File: src/rtl/iqm_pkg.sv
package iqm_pkg;
    localparam int IQM_DEPTH  = 4;
    localparam int IQM_PAY_W  = 16;
    localparam int IQM_LFSR_W = 4;
    localparam logic [IQM_LFSR_W-1:0] IQM_LFSR_SEED = 4'b0001;

    typedef logic [IQM_LFSR_W-1:0] iqm_lfsr_t;

    // maximal-length step for x^4 + x^3 + 1
    function automatic iqm_lfsr_t iqm_lfsr_step(input iqm_lfsr_t s);
        return {s[IQM_LFSR_W-2:0], s[IQM_LFSR_W-1] ^ s[IQM_LFSR_W-2]};
    endfunction
endpackage

File: src/rtl/iqm_wakeup_matrix.sv
module iqm_wakeup_matrix #(
    parameter int DEPTH = iqm_pkg::IQM_DEPTH,
    parameter int IDX_W = $clog2(DEPTH)
) (
    input  logic                   clk,
    input  logic                   rst,
    input  logic                   flush,
    input  logic                   ins_en,
    input  logic [IDX_W-1:0]       ins_idx,
    input  logic [DEPTH-1:0]       ins_deps,
    input  logic                   iss_en,
    input  logic [IDX_W-1:0]       iss_idx,
    output logic [DEPTH-1:0]       valid_o,
    output logic [DEPTH-1:0]       ready_o,
    output logic [DEPTH*DEPTH-1:0] dep_flat_o
);
    logic [DEPTH-1:0] valid_q;
    logic [DEPTH-1:0] row_q [DEPTH];
    logic [DEPTH-1:0] iss_vec;
    logic [DEPTH-1:0] live_vec;

    always_comb begin
        iss_vec = '0;
        if (iss_en) iss_vec[iss_idx] = 1'b1;
        live_vec = valid_q & ~iss_vec;
    end

    for (genvar r = 0; r < DEPTH; r++) begin : g_row
        always_ff @(posedge clk) begin
            if (rst || flush) begin
                valid_q[r] <= 1'b0;
                row_q[r]   <= '0;
            end else if (ins_en && (ins_idx == IDX_W'(r))) begin
                valid_q[r] <= 1'b1;
                row_q[r]   <= ins_deps & live_vec;
            end else begin
                if (iss_vec[r]) valid_q[r] <= 1'b0;
                row_q[r] <= row_q[r] & ~iss_vec;
            end
        end
        assign ready_o[r] = valid_q[r] && (row_q[r] == '0);
        assign dep_flat_o[r*DEPTH +: DEPTH] = row_q[r];
    end

    assign valid_o = valid_q;
endmodule

File: src/rtl/iqm_rand_select.sv
module iqm_rand_select #(
    parameter int DEPTH = iqm_pkg::IQM_DEPTH,
    parameter int IDX_W = $clog2(DEPTH)
) (
    input  logic             clk,
    input  logic             rst,
    input  logic             hold,
    input  logic [DEPTH-1:0] ready_i,
    output logic             pick_en,
    output logic [IDX_W-1:0] pick_idx
);
    import iqm_pkg::*;

    iqm_lfsr_t        lfsr_q;
    logic [IDX_W-1:0] start;
    logic [IDX_W-1:0] cand;
    logic             found;

    always_ff @(posedge clk) begin
        if (rst) lfsr_q <= IQM_LFSR_SEED;
        else     lfsr_q <= iqm_lfsr_step(lfsr_q);
    end

    assign start = lfsr_q[IDX_W-1:0];

    always_comb begin
        found    = 1'b0;
        pick_idx = '0;
        cand     = '0;
        for (int k = 0; k < DEPTH; k++) begin
            cand = start + IDX_W'(k);
            if (!found && ready_i[cand]) begin
                found    = 1'b1;
                pick_idx = cand;
            end
        end
        if (hold) pick_idx = '0;
        pick_en = found && !hold;
    end
endmodule

File: src/rtl/iqm_payload_ram.sv
module iqm_payload_ram #(
    parameter int DEPTH = iqm_pkg::IQM_DEPTH,
    parameter int IDX_W = $clog2(DEPTH),
    parameter int PAY_W = iqm_pkg::IQM_PAY_W
) (
    input  logic             clk,
    input  logic             we,
    input  logic [IDX_W-1:0] waddr,
    input  logic [PAY_W-1:0] wdata,
    input  logic [IDX_W-1:0] raddr,
    output logic [PAY_W-1:0] rdata
);
    logic [PAY_W-1:0] mem [DEPTH];

    always_ff @(posedge clk) begin
        if (we) mem[waddr] <= wdata;
    end

    assign rdata = mem[raddr];
endmodule

File: src/rtl/iq_matrix_sched.sv
module iq_matrix_sched #(
    parameter int DEPTH = iqm_pkg::IQM_DEPTH,
    parameter int PAY_W = iqm_pkg::IQM_PAY_W,
    parameter int IDX_W = $clog2(DEPTH)
) (
    input  logic             clk,
    input  logic             rst,
    input  logic             flush,
    input  logic             disp_valid,
    input  logic [PAY_W-1:0] disp_payload,
    input  logic [DEPTH-1:0] disp_deps,
    input  logic             exec_busy,
    output logic             full,
    output logic [IDX_W-1:0] alloc_idx,
    output logic             issue_valid,
    output logic [IDX_W-1:0] issue_idx,
    output logic [PAY_W-1:0] issue_payload
);
    logic [DEPTH-1:0]       valid_q;
    logic [DEPTH-1:0]       ready_vec;
    logic [DEPTH*DEPTH-1:0] dep_flat;
    logic                   ins_en;
    logic                   pick_en;
    logic [IDX_W-1:0]       pick_idx;
    logic [PAY_W-1:0]       ram_rdata;
    logic                   seen_free;

    // lowest free slot
    always_comb begin
        alloc_idx = '0;
        seen_free = 1'b0;
        for (int i = 0; i < DEPTH; i++) begin
            if (!seen_free && !valid_q[i]) begin
                seen_free = 1'b1;
                alloc_idx = IDX_W'(i);
            end
        end
    end

    assign full   = &valid_q;
    assign ins_en = disp_valid && !full && !flush;

    iqm_wakeup_matrix #(.DEPTH(DEPTH), .IDX_W(IDX_W)) u_matrix (
        .clk       (clk),
        .rst       (rst),
        .flush     (flush),
        .ins_en    (ins_en),
        .ins_idx   (alloc_idx),
        .ins_deps  (disp_deps),
        .iss_en    (pick_en),
        .iss_idx   (pick_idx),
        .valid_o   (valid_q),
        .ready_o   (ready_vec),
        .dep_flat_o(dep_flat)
    );

    iqm_rand_select #(.DEPTH(DEPTH), .IDX_W(IDX_W)) u_select (
        .clk     (clk),
        .rst     (rst),
        .hold    (exec_busy),
        .ready_i (ready_vec),
        .pick_en (pick_en),
        .pick_idx(pick_idx)
    );

    iqm_payload_ram #(.DEPTH(DEPTH), .IDX_W(IDX_W), .PAY_W(PAY_W)) u_payload (
        .clk  (clk),
        .we   (ins_en),
        .waddr(alloc_idx),
        .wdata(disp_payload),
        .raddr(pick_idx),
        .rdata(ram_rdata)
    );

    assign issue_valid   = pick_en;
    assign issue_idx     = pick_idx;
    assign issue_payload = pick_en ? ram_rdata : '0;
endmodule

File: config.mk
export PLATFORM = sky130hd
export DESIGN_NAME = iq_matrix_sched
export DESIGN_NICKNAME = d
export VERILOG_FILES = /design/src/rtl/iqm_pkg.sv /design/src/rtl/iqm_wakeup_matrix.sv /design/src/rtl/iqm_rand_select.sv /design/src/rtl/iqm_payload_ram.sv /design/src/rtl/iq_matrix_sched.sv
export SDC_FILE = /design/constraint.sdc
export NUM_CORES = 1
export LEC_CHECK = 0
export ABC_AREA = 1
export BUFFER_PORTS_ARGS = -buffer_cell sky130_fd_sc_hd__buf_2
export CAP_MARGIN = 15
export CORE_MARGIN = 8
export CORE_UTILIZATION = 58
export CTS_CLUSTER_SIZE = 25
export DETAILED_ROUTE_END_ITERATION = 10
export GPL_TIMING_DRIVEN = 1
export PLACE_DENSITY = 0.79
export SLEW_MARGIN = 20
export SYNTH_ARGS = -nofsm -noshare
export SYNTH_HDL_FRONTEND = slang
export SYNTH_SLANG_ARGS = --single-unit
File: constraint.sdc
create_clock -name clk -period 2.85 [get_ports clk]
set_input_delay 0.4275 -clock clk [delete_from_list [all_inputs] [get_ports clk]]
set_output_delay 0.4275 -clock clk [all_outputs]
set_load 0.1 [all_outputs]
==> metrics.md <==
| Metric | Value |
|---|---|
| Sequential-to-total area share from yosys stat | `63.0%` |
| Setup TNS | `-3860 ps` |
| GR Overflow Total | `0` |
| Hold_buf cts | `0` |
| Worst setup EP type | `output pin` |
| CTS root buf | `clkbuf_8` |
| Routed length on met3 | `1.34 mm` |
| Nets | `545` |
| Cell Rows | `30` |
| Crit path DAT | `2720 ps` |
| Post-DP HPWL | `6.33 mm` |
| Status | `finished with violations` |
| Longest Clk Path Bufs | `2` |
| Syn_area_per_cell | `9.82 sq um` |
| RSZ-0062 raised after global routing | `true` |
| Clk_skew | `11.2 ps` |
| Vias in the first global route | `3422` |
| Max-Cap Viols | `0` |
| Type of the tightest min-delay check | `primary input to flip-flop` |
| Kind of critical path | `flip-flop to output pin` |
| Total track usage | `22.3%` |
| Worst skew pair latency | `360 ps` |
| Routed wire length | `13.0 mm` |
| Worst Setup SP | `u_matrix.row_q[3][1]` |
| TritonCTS clock tree | `done` |
| CTS Buf Count | `9` |
| Worst Tran Pin Value | `545 ps` |
| Failing checks | `negative setup slack` |
| IO Count | `47` |
| Share of cells above drive strength 1 | `43.2%` |
| R2R setup slack | `30 ps` |
| Worst r2r src | `u_matrix.row_q[3][1]` |
| Pre-antenna DRT Iters | `5` |
| Total die area | `9950 sq um` |
| R2r endpoint | `u_matrix.row_q[2][0]` |
| Design area | `5970 sq um` |
| First DRT Iteration DRCs | `356` |
| Hold Fails Final Rpt | `0` |
| Pwr dens | `583 nW/um^2` |
| Die Y | `99.7 um` |
| Setup WS post-layout | `-295 ps` |
| Yosys warns | `0` |
| Yosys top cell area share | `59.1%` |
| Largest net degree at the start of global routing | `22` |
| Fillcell total | `286` |
| Dpl cell area | `5030 sq um` |
| Post-Route M1 WL | `4.59 mm` |
| Worst Reg-to-Reg Cells | `16` |
| Syn Inst Count | `414` |
| First-pass GRT wire length | `17.1 mm` |
| Area leader, netlist | `edfxtp_1` |
| Tmin final | `3140 ps` |
| Register bit total from synthesis | `88` |
| Clock-pin slew on the worst setup and hold paths | `90 ps` |
| # setup viols final | `17` |
| Period utilization | `110%` |
| Die width | `99.7 um` |
| Max Clock Freq | `0.318 GHz` |
| Number of synthesized flops with an enable pin | `80` |
| Post-Synthesis Cell Area | `4070 sq um` |
| GP Congestion | `0.915` |
| Maximum VDD drop | `0.000646 V` |
| Vias per cell | `5.86` |
| WL per Instance | `20.9 um` |
| Pins Over Slew Limit | `0` |
| CP required | `2420 ps` |
| Largest cells by area after synthesis | `edfxtp_1 59%, nand2_1 15%, nand3_1 4.1%` |
| Core area | `6790 sq um` |
| Via Count | `3636` |
| Post-route ant nets | `0` |
| DRC viols | `0` |
| Synth unique cells | `30` |
| Max-Slew Margin vs Limit | `63.9%` |
| Sink Count | `88` |
| Leak Pwr | `2.42 nW` |
| Crit path launch type | `flip-flop` |
| Fraction of registers with async set/reset | `0%` |
| Post-synth top flop | `edfxtp_1` |
| Initial antenna violation count | `0` |
| Port bufs | `46` |
| Starting Density | `59.9%` |
| Worst Setup EP | `issue_payload[3]` |
| Area grow syn2layout | `46.9%` |
| Met2 wire length | `6.57 mm` |
| Most numerous cell in the Yosys netlist | `nand2_1` |
| Post-synth top cells | `163 x nand2_1, 80 x edfxtp_1, 33 x nand3_1` |
| CP max FO | `5` |
| DR top layer | `met4` |
| H-tree Lvls | `3` |
| Diode count | `0` |
| Pwr Total | `3.48 mW` |
-- layout by cell type (no fill, tap or decap), types with 3 or more instances in the layout --
cell / Yosys / final
inv_1: 23 / 22
o21ai_1: 7 / 7
nand2_2: 5 / 53
o21ai_0: 3 / 3
a21oi_4: 0 / 16
inv_2: 4 / 4
clkbuf_16: 0 / 4
nor2_2: 1 / 5
nand3_2: 2 / 8
dfxtp_2: 0 / 3
buf_4: 5 / 22
nand2_1: 163 / 103
nand2_4: 2 / 13
clkbuf_8: 0 / 9
a21oi_1: 22 / 6
inv_8: 0 / 4
nand4_1: 11 / 11
nand3_1: 33 / 26
conb_1: 1 / 16
buf_6: 3 / 6
buf_12: 0 / 23
nor2_4: 1 / 6
edfxtp_1: 80 / 80
nor2_1: 26 / 17
dfxtp_4: 0 / 3
buf_2: 2 / 28
nand2_8: 1 / 3
-- worst min path at each step --
| stage | from | endpoint | slack (ps) | cells past startpoint |
|---|---|---|---|---|
| finish | disp_payload[6] | u_payload.mem[3][6] | 280 | 1 |
| global route | disp_payload[14] | u_payload.mem[0][14] | 270 | 1 |
| CTS | disp_payload[6] | u_payload.mem[3][6] | 280 | 1 |
| detailed placement | u_select.lfsr_q[3] | u_select.lfsr_q[0] | 430 | 1 |
| global placement | u_select.lfsr_q[2] | u_select.lfsr_q[3] | 430 | 2 |
| floorplan | u_select.lfsr_q[3] | u_select.lfsr_q[0] | 400 | 1 |
-- layout make-up --
type,count,area (sq um),area share [%]
clock buffer,9,124,2.07
inverter,30,158,2.64
timing repair inverter,6,70.1,1.17
sequential,88,2580,43.2
tap,96,120,2.01
timing repair buffer,83,933,15.6
clock inverter,7,95.1,1.59
multi-input combinational,302,1900,31.7
-- critical path: stages (launching register included) --
cell	delay (ps)
edfxtp_1	450
nor2_4	190
nand4_1	180
nand3_2	140
nand2_4	90
buf_6	140
buf_6	110
nand4_1	150
nand2_4	90
nand2_8	150
clkbuf_16	180
nand2_2	80
a21oi_4	200
buf_12	200
-- cell families after synthesis --
family,count (synthesis),share of synthesized area [%]
XOR/XNOR,1,0.400
other,1,0.0922
flip-flops,88,63.0
AO/OA/AOI/OAI,33,4.12
AND/OR/NAND/NOR,251,27.4
buffers and inverters,40,4.95
-- routing by layer --
metal  global-route usage (%)  vias to the layer above
met5                        0                        -
met4                     9.31                        0
met3                     3.63                       55
met2                     38.5                      268
met1                     26.8                     1719
li1                         -                     1594
-- flip-flops by register name, summed over array words and instances (netlist names) --
signal / cells
u_select.lfsr_q: 4
u_matrix.valid_o: 4
u_matrix.row_q: 16
u_payload.mem: 64
-- stage by stage --
stage / std cells / setup slack [ps] / hold WS (ps) / util, %
CTS: 604 / -95.8 / 280 / 81.7
finish: 621 / -295 / 279 / 87.9
floorplan: 429 / -115 / 404 / -
detailed placement: 570 / 172 / 433 / 74.0
global placement: 570 / 246 / 432 / 74.0
global route: 621 / -356 / 275 / 87.9
-- where the power goes --
part           switching (mW)  internal [mW]  total, mW
Clock                   0.466          0.496      0.962
Sequential             0.0236           1.44       1.46
Combinational           0.692          0.371       1.06
Total                    1.18           2.30       3.48
-- timing repair --
action	CTS	global route
endpoints found under the setup margin	16	18
buffers inserted	13	10
gates resized for setup	44	58
gates cloned	5	7
pin swaps	4	31
Power figures use the tool's default switching activity.
